$ cat config.mk
export PLATFORM = sky130hd
export DESIGN_NAME = acc_core
export DESIGN_NICKNAME = d
export VERILOG_FILES = /design/src/rtl/acc_core_pkg.sv /design/src/rtl/acc_ctrl.sv /design/src/rtl/acc_dpath.sv /design/src/rtl/acc_core.sv
export SDC_FILE = /design/constraint.sdc
export NUM_CORES = 1
export LEC_CHECK = 0
export ABC_AREA = 1
export BUFFER_PORTS_ARGS = -buffer_cell sky130_fd_sc_hd__clkbuf_2
export CAP_MARGIN = 20
export CORE_UTILIZATION = 35
export CTS_CLUSTER_DIAMETER = 200
export DETAILED_ROUTE_END_ITERATION = 8
export GPL_TIMING_DRIVEN = 0
export PLACE_DENSITY = 0.65
export RECOVER_POWER = 100
export SLEW_MARGIN = 0
export SYNTH_ARGS = -nofsm -noshare
export SYNTH_HDL_FRONTEND = slang
export SYNTH_SLANG_ARGS = --single-unit
$ cat constraint.sdc
create_clock -name clk -period 4 [get_ports clk]
set_input_delay 0.2 -clock clk [delete_from_list [all_inputs] [get_ports clk]]
set_output_delay 0.2 -clock clk [all_outputs]
set_load 0.02 [all_outputs]
$ cat src/rtl/acc_core_pkg.sv
package acc_core_pkg;

  localparam logic [7:0] OPC_LOAD  = 8'h01;
  localparam logic [7:0] OPC_STORE = 8'h02;
  localparam logic [7:0] OPC_ADD   = 8'h10;
  localparam logic [7:0] OPC_SUB   = 8'h11;
  localparam logic [7:0] OPC_HALT  = 8'hFF;

  typedef enum logic [2:0] {
    ST_OPC,
    ST_ALO,
    ST_AHI,
    ST_EXEC,
    ST_HALT
  } ctlState_t;

  typedef enum logic [1:0] {
    K_LOAD,
    K_STORE,
    K_ADD,
    K_SUB
  } opKind_t;

  typedef enum logic [1:0] {
    ACC_PASS,
    ACC_ADD,
    ACC_SUB
  } accFn_t;

  typedef struct packed {
    logic   instRd;
    logic   addrLo;
    logic   addrHi;
    logic   dataRd;
    logic   dataWr;
    logic   accWe;
    accFn_t accFn;
  } strobes_t;

endpackage

$ cat src/rtl/acc_ctrl.sv
module acc_ctrl
  import acc_core_pkg::*;
(
  input  logic       clk,
  input  logic       rstN,
  input  logic [7:0] opcode,
  output strobes_t   strobes,
  output logic       done,
  output logic       error
);

  ctlState_t state, stateNext;
  opKind_t   kind, kindNext;
  logic      errNext;

  always_ff @(posedge clk) begin
    if (!rstN) begin
      state <= ST_OPC;
      kind  <= K_LOAD;
      error <= 1'b0;
    end else begin
      state <= stateNext;
      kind  <= kindNext;
      error <= errNext;
    end
  end

  always_comb begin
    strobes   = '0;
    stateNext = state;
    kindNext  = kind;
    errNext   = error;
    unique case (state)
      ST_OPC: begin
        strobes.instRd = 1'b1;
        stateNext      = ST_ALO;
        case (opcode)
          OPC_LOAD:  kindNext = K_LOAD;
          OPC_STORE: kindNext = K_STORE;
          OPC_ADD:   kindNext = K_ADD;
          OPC_SUB:   kindNext = K_SUB;
          OPC_HALT:  stateNext = ST_HALT;
          default: begin
            stateNext = ST_HALT;
            errNext   = 1'b1;
          end
        endcase
      end
      ST_ALO: begin
        strobes.instRd = 1'b1;
        strobes.addrLo = 1'b1;
        stateNext      = ST_AHI;
      end
      ST_AHI: begin
        strobes.instRd = 1'b1;
        strobes.addrHi = 1'b1;
        stateNext      = ST_EXEC;
      end
      ST_EXEC: begin
        stateNext = ST_OPC;
        unique case (kind)
          K_LOAD: begin
            strobes.dataRd = 1'b1;
            strobes.accWe  = 1'b1;
            strobes.accFn  = ACC_PASS;
          end
          K_STORE: strobes.dataWr = 1'b1;
          K_ADD: begin
            strobes.dataRd = 1'b1;
            strobes.accWe  = 1'b1;
            strobes.accFn  = ACC_ADD;
          end
          K_SUB: begin
            strobes.dataRd = 1'b1;
            strobes.accWe  = 1'b1;
            strobes.accFn  = ACC_SUB;
          end
        endcase
      end
      default: stateNext = ST_HALT;
    endcase
  end

  assign done = (state == ST_HALT);

  AST_ONE_ACCESS: assert property (@(posedge clk) disable iff (!rstN)
    !(strobes.dataRd && strobes.dataWr));
  AST_ACCESS_AFTER_HI: assert property (@(posedge clk) disable iff (!rstN)
    (strobes.dataRd || strobes.dataWr) |-> $past(strobes.addrHi));
  AST_HALT_QUIET: assert property (@(posedge clk) disable iff (!rstN)
    done |-> !(strobes.instRd || strobes.dataRd || strobes.dataWr));
  AST_ERR_DONE: assert property (@(posedge clk) disable iff (!rstN)
    error |-> done);
  AST_DONE_STICKY: assert property (@(posedge clk) disable iff (!rstN)
    done |=> done);

endmodule

$ cat src/rtl/acc_dpath.sv
module acc_dpath
  import acc_core_pkg::*;
#(
  parameter int PC_W   = 16,
  parameter int DATA_W = 32,
  parameter int CNT_W  = 16
) (
  input  logic              clk,
  input  logic              rstN,
  input  strobes_t          strobes,
  input  logic [7:0]        instData,
  input  logic [DATA_W-1:0] dataRdata,
  output logic [PC_W-1:0]   instAddr,
  output logic [15:0]       dataAddr,
  output logic [DATA_W-1:0] dataWdata,
  output logic [DATA_W-1:0] acc,
  output logic [CNT_W-1:0]  instBytes,
  output logic [CNT_W-1:0]  dataBytes
);

  localparam int WORD_BYTES = DATA_W / 8;
  localparam logic [CNT_W-1:0] WORD_INC = CNT_W'(WORD_BYTES);

  logic [PC_W-1:0]   pc;
  logic [15:0]       addrReg;
  logic [DATA_W-1:0] accNext;

  always_comb begin
    unique case (strobes.accFn)
      ACC_ADD: accNext = acc + dataRdata;
      ACC_SUB: accNext = acc - dataRdata;
      default: accNext = dataRdata;
    endcase
  end

  always_ff @(posedge clk) begin
    if (!rstN) begin
      pc        <= '0;
      addrReg   <= '0;
      acc       <= '0;
      instBytes <= '0;
      dataBytes <= '0;
    end else begin
      if (strobes.instRd) begin
        pc        <= pc + 1'b1;
        instBytes <= instBytes + 1'b1;
      end
      if (strobes.addrLo) addrReg[7:0]  <= instData;
      if (strobes.addrHi) addrReg[15:8] <= instData;
      if (strobes.accWe) acc <= accNext;
      if (strobes.dataRd || strobes.dataWr) dataBytes <= dataBytes + WORD_INC;
    end
  end

  assign instAddr  = pc;
  assign dataAddr  = addrReg;
  assign dataWdata = acc;

  AST_INST_COUNT: assert property (@(posedge clk) disable iff (!rstN)
    strobes.instRd |=> instBytes == $past(instBytes) + 1'b1);
  AST_DATA_COUNT: assert property (@(posedge clk) disable iff (!rstN)
    (strobes.dataRd || strobes.dataWr) |=> dataBytes == $past(dataBytes) + WORD_INC);
  AST_ACC_HOLD: assert property (@(posedge clk) disable iff (!rstN)
    !strobes.accWe |=> $stable(acc));
  AST_PC_STEP: assert property (@(posedge clk) disable iff (!rstN)
    !strobes.instRd |=> $stable(instAddr));

endmodule

$ cat src/rtl/acc_core.sv
module acc_core
  import acc_core_pkg::*;
#(
  parameter int PC_W   = 16,
  parameter int DATA_W = 32,
  parameter int CNT_W  = 16
) (
  input  logic              clk,
  input  logic              rstN,
  output logic [PC_W-1:0]   instAddr,
  output logic              instRd,
  input  logic [7:0]        instData,
  output logic [15:0]       dataAddr,
  output logic              dataRd,
  output logic              dataWr,
  output logic [DATA_W-1:0] dataWdata,
  input  logic [DATA_W-1:0] dataRdata,
  output logic [DATA_W-1:0] acc,
  output logic [CNT_W-1:0]  instBytes,
  output logic [CNT_W-1:0]  dataBytes,
  output logic              done,
  output logic              error
);

  strobes_t strobes;

  acc_ctrl u_ctrl (
    .clk     (clk),
    .rstN    (rstN),
    .opcode  (instData),
    .strobes (strobes),
    .done    (done),
    .error   (error)
  );

  acc_dpath #(
    .PC_W   (PC_W),
    .DATA_W (DATA_W),
    .CNT_W  (CNT_W)
  ) u_dpath (
    .clk       (clk),
    .rstN      (rstN),
    .strobes   (strobes),
    .instData  (instData),
    .dataRdata (dataRdata),
    .instAddr  (instAddr),
    .dataAddr  (dataAddr),
    .dataWdata (dataWdata),
    .acc       (acc),
    .instBytes (instBytes),
    .dataBytes (dataBytes)
  );

  assign instRd = strobes.instRd;
  assign dataRd = strobes.dataRd;
  assign dataWr = strobes.dataWr;

endmodule

# Word-level counts from Yosys, hierarchy flattened
# Cells that the tools add are included.
op_classes:
  add_sub_neg: 5
  n_eq_ne: 14
  n_mux: 11
  bitwise: 1
  n_reduce_logical: 10
ops:
  columns: ["operator", "count"]
  rows:
  - ["32-bit one-hot mux with 2 select lines", 1]
  - ["16-bit by 1-bit adder with 16-bit output, second input constant", 2]
  - ["32-bit adder", 1]
  - ["32-bit subtractor", 1]
  - ["16-bit by 3-bit adder with 16-bit output, second input constant", 1]
  - ["8-bit by 5-bit == test with 1-bit output, second input constant", 2]
  - ["3-bit one-hot mux with 4 select lines", 1]
  - ["3-bit one-hot mux with 3 select lines", 1]
  - ["8-bit by 1-bit == test with 1-bit output, second input constant", 1]
  - ["8-bit by 2-bit == test with 1-bit output, second input constant", 1]
  - ["8-bit == test, second input constant", 1]
  - ["2-bit one-hot mux with 4 select lines", 1]
  - ["2-bit == test, second input constant", 3]
  - ["3-bit by 2-bit == test with 1-bit output, second input constant", 2]
  - ["3-bit OR reduction", 2]
  - ["1-bit two-way mux", 5]
  - ["5-bit two-way mux", 1]
  - ["5-bit OR reduction", 1]
  - ["2-bit by 1-bit == test with 1-bit output, second input constant", 2]
  - ["2-bit AND reduction", 2]
  - ["4-bit nonzero test", 1]
  - ["4-bit OR reduction", 1]
  - ["3-bit by 1-bit == test with 1-bit output, second input constant", 1]
  - ["3-bit == test, second input constant", 1]
  - ["5 further kinds", 5]
totals:
  ff_bits: 102
  output_inout_bits: 133
  elab_cells: 50

# Longest topological paths before layout
depth:
  depth_word: 6
  depth_mapped: 23
  ltp_nobuf: 23

# Modules after synthesis
# Synthesis repeated with hierarchy kept, for this count alone.
hier_totals:
  hier_cells: 1321
  hier_area_um2: 8047.7
modules_own_cells:
  columns: ["module", "instances", "cells_per_inst", "area_each_um2"]
  rows:
  - ["acc_dpath", 1, 1248, 7551.0]
  - ["acc_ctrl", 1, 73, 496.7]

# Least setup slack after synthesis
# Ideal clock, no wire load.
synth_path:
  kind: "register to register"
  startpoint: "register u_ctrl.state[1]"
  endpoint: "register u_dpath.acc[28]"
  setup_ps: 132
  arrival_ps: 2926
  required_ps: 3868
  path_slack_ps: 942
  path_stages_with_launch: 22
  period_less_slack_ps: 3058
  cell_sequence: "dfxtp_1 > nand2_2 > nor2_4 > inv_4 > nor3_1 > ha_1 > inv_1 > nand2_1 > o21ai_1 > a21oi_1 > xor2_1 > ha_1 > nand2_1 > nor2_2 > inv_1 > nor3_1 > and2_1 > nand2_1 > nand3_1 > nand3_1 > nand2_1 > a21oi_1"
synth_between:
  elab_chain_len: 4
synth_lines:
  columns: ["element", "line_no", "source"]
  rows:
  - ["start, declared", "acc_ctrl.sv:12", "ctlState_t state, stateNext;"]
  - ["start signal, assigned", "acc_ctrl.sv:22", "state <= stateNext;"]
  - ["3-bit by 2-bit == test with 1-bit output *", "acc_ctrl.sv:33", "unique case (state)"]
  - ["5-bit two-way mux *", "acc_ctrl.sv:33", null]
  - ["2-bit == test or 2-bit by 1-bit == test with 1-bit output (tied branches)", "acc_dpath.sv:29", "unique case (strobes.accFn)"]
  - ["32-bit one-hot mux with 2 select lines", "acc_dpath.sv:29", null]
  - ["end signal, assigned", "acc_dpath.sv:50", "if (strobes.accWe) acc <= accNext;"]
  - ["end, declared", "acc_dpath.sv:16", "output logic [DATA_W-1:0] acc,"]
# Every way passes the cells marked *; elsewhere a longest branch is shown, timed or not.
# A chain may end at the register's enable or synchronous reset.

# Worst setup path after layout
# Ends and elaborated chain as after synthesis.

==> results.json <==
{
  "switching_share_pct": 28.6,
  "hp-start": "dataRdata[2]",
  "yosysTopAreaCell": "dfxtp_1",
  "fillers": 2464,
  "synth_cell_types": 41,
  "cellInternalPower_mw": 1.51,
  "drt_first_iter_violations": 430,
  "setup_tns_ps": 0,
  "syn2layout_area_growth_pct": 16.5,
  "p_sw_mw": 0.603,
  "tritoncts": "built",
  "cts_made_buffers": 9,
  "track_usage_pct": 22.2,
  "worst_slack_ps": 260,
  "required_ps": 4220,
  "async_flop_share_pct": 0,
  "path_clk_slew_ps": 80,
  "die_x_um": 151,
  "htree_num_levels": 3,
  "irDropWorstVdd_v": 0.000200,
  "ctsHoldBuffers": 0,
  "critPathCaptureType": "flip-flop",
  "route.detailed.drc": 0,
  "slew_viol_final": 0,
  "synth_top_area_share_pct": 25.7,
  "route.detailed.vias_per_inst": 4.86,
  "multi_input_area_mm2": 0.00458,
  "pwr-share-clk_pct": 39.4,
  "dpl_cell_area_mm2": 0.00901,
  "post-place-ws_ps": -99.2,
  "crit_family": "simple AND/OR/NAND/NOR gates",
  "cap_violations": 0,
  "design.die.area_mm2": 0.0229,
  "p_leak_nw": 4.30,
  "drive_gt1_share_pct": 8.04,
  "cp.buffers_inverters": 4,
  "core_area_mm2": 0.0218,
  "fmaxAchievable_ghz": 0.267,
  "r2r-start": "u_ctrl.state[1]$_SDFF_PN0_",
  "power_density_mw_per_mm2": 232,
  "skew_ps": 15.7,
  "register_area_mm2": 0.00200,
  "rsz0062_at_grt": "true",
  "gp_congestion": 0.929,
  "grt-ovfl-total": 0,
  "pwr-share-comb_pct": 12.6,
  "synthCells": 1293,
  "ff2ff_path_depth": 21,
  "worst_path_largest_cell_delay_ps": 400,
  "drtAntennaViolNets": 0,
  "ys_seq_elements": 100,
  "tightest_slew_ps": 836,
  "grt_max_degree": 17,
  "relSlewSlack_pct": 44.2,
  "setup_viol": 0,
  "hold_path_class": "primary input to flip-flop",
  "synth_ff_type": "dfxtp_1",
  "fin_cells": 1760,
  "netlist_area_mm2": 0.00780,
  "antenna_cells": 0,
  "p_seq_share_pct": 48.0,
  "hpwlAfterDp_um": 20300,
  "cts_root_buf": "clkbuf_16",
  "final_design_area_no_fill_mm2": 0.00908,
  "r2r-end": "u_dpath.acc[28]$_SDFFE_PN0P_",
  "ys.warnings.count": 0,
  "clock-sinks": 100,
  "crit_path_start_kind": "flip-flop",
  "antenna_found_initial": 0,
  "critPathSlowestCell": "ha_1",
  "synth.avg_cell_area_um2": 6.03,
  "synth_area_leaders": "dfxtp_1 26%, nand2_1 16%, inv_1 10%",
  "reg2reg_setup_slack_ps": 260,
  "pin_count": 175,
  "crit_arrival_ps": 3960,
  "ys_top_cells_by_count": "338 x nand2_1, 210 x inv_1, 140 x a21oi_1",
  "cp_cell_sequence": "nand2_2 -> nor2_4 -> inv_4 -> nor3_1 -> ha_2 -> inv_1 -> nand2_2 -> o21ai_0 -> xor2_1 -> inv_1 -> ha_1 -> nand2_1 -> nor2_2 -> inv_1 -> nor3_1 -> and2_1 -> nand2_1 -> nand3_1 -> nand3_1 -> nand2_1 -> a21oi_1",
  "placed_cells": 1745,
  "routedWlPerCell_um": 14.1,
  "yosysSeqAreaShare_pct": 25.7,
  "first_pass_iters": 7,
  "holdWs_ps": 156,
  "cp_max_fo": 8,
  "grt_pass1_vias": 7951,
  "fin_util_pct": 41.6,
  "grt_pass1_wl_um": 39800,
  "synth_edf_count": 0,
  "outcome": "finished, final reports clean",
  "std_cell_rows": 54,
  "clk_latency_ps": 360,
  "hold_end": "u_dpath.acc[2]$_SDFFE_PN0P_",
  "crit_type": "flip-flop to flip-flop",
  "design_power_total_mw": 2.11,
  "whs_path_depth": 3,
  "layout_min_cycle_time_ps": 3740,
  "drt_wl_total_um": 24800,
  "initial_utilization_pct": 35.7,
  "yosysMostFrequentCell": "nand2_1",
  "timing.final.crit_share_pct": 93.5,
  "hold_viol_final": 0,
  "cts.path.max_buffers": 2,
  "vias": 8555,
  "nets": 1556,
  "io_buffers": 171,
  "die_h_um": 151
}
cell usage in the layout, fill, tap and decap left out, types with 6 or more instances in the layout:
cell type  instances
clkbuf_1         151
clkbuf_2          42
nand2_1          336
nor2_1           129
o21ai_0           66
xnor2_1            6
clkbuf_16          9
nor4_1             7
nand3_1           70
xor2_1            38
nor3_1            22
nand4_1           15
ha_1              35
inv_1            211
a21oi_1          139
dfxtp_1          100
buf_4             35
worst max path at each step:
stage	slack, ps	to	startpoint	depth (start not counted)
final	260	u_dpath.acc[28]$_SDFFE_PN0P_	u_ctrl.state[1]$_SDFF_PN0_	21
after global routing	-60	u_dpath.acc[28]$_SDFFE_PN0P_	u_ctrl.state[1]$_SDFF_PN0_	22
after CTS	40	u_dpath.acc[30]$_SDFFE_PN0P_	u_ctrl.state[1]$_SDFF_PN0_	20
after detailed placement	-100	u_dpath.acc[26]$_SDFFE_PN0P_	u_ctrl.state[1]$_SDFF_PN0_	21
after global placement	-60	u_dpath.acc[26]$_SDFFE_PN0P_	u_ctrl.state[1]$_SDFF_PN0_	21
after floorplan	940	u_dpath.acc[28]$_SDFFE_PN0P_	u_ctrl.state[1]$_SDFF_PN0_	21
timing repair:
item,CTS,global route
setup buffers,0,1
endpoints found under the setup margin,5,20
resized for setup,2,7
pin swaps,0,1
tightest hold or removal path, stage by stage:
cell and delay, ps:
clkbuf_2 100, a21oi_1 60, a21oi_1 110
power by group through the flow:
stage,Combinational [mW],Sequential [mW],Clock (mW)
floorplan,0.160,1.04,0
global placement,0.263,1.04,0
detailed placement,0.266,1.04,0
CTS,0.268,1.01,0.853
global route,0.298,1.01,0.890
finish,0.265,1.01,0.831
registers in the layout (all words and copies together), names as in the netlist:
register,cells
u_ctrl.kind,2
u_ctrl.error,1
u_dpath.instAddr,16
u_dpath.instBytes,16
u_dpath.dataBytes,14
u_dpath.acc,32
u_ctrl.state,3
u_dpath.dataAddr,16
layout make-up:
cell class | count | share of cell area [%]
plain buffers | 62 | 4.05
clock buffers | 9 | 2.48
clock inverters | 5 | 0.427
inverters | 218 | 9.04
multi-input cells | 914 | 50.4
flip-flops and latches | 100 | 22.0
well taps | 280 | 3.86
repair buffers | 172 | 7.72
cells by family after synthesis:
kind of cell,synth area share [%]
adders and majority gates,6.03
and+or+nand+nor,33.2
AOI/OAI and AO/OA,14.9
buffers and inverters,15.2
other,0.0481
xor gates and xnor gates,4.94
DFF,25.7
layer usage:
layer / wire (um) / share of wire, % / track usage [%]
met1: 10700 / 43 / 27.1
met2: 12000 / 48 / 38.8
met3: 1530 / 6.1 / 4.25
met4: 551 / 2.2 / 7.25
met5: 0 / 0 / 0
(Power assumes the default switching activity.)
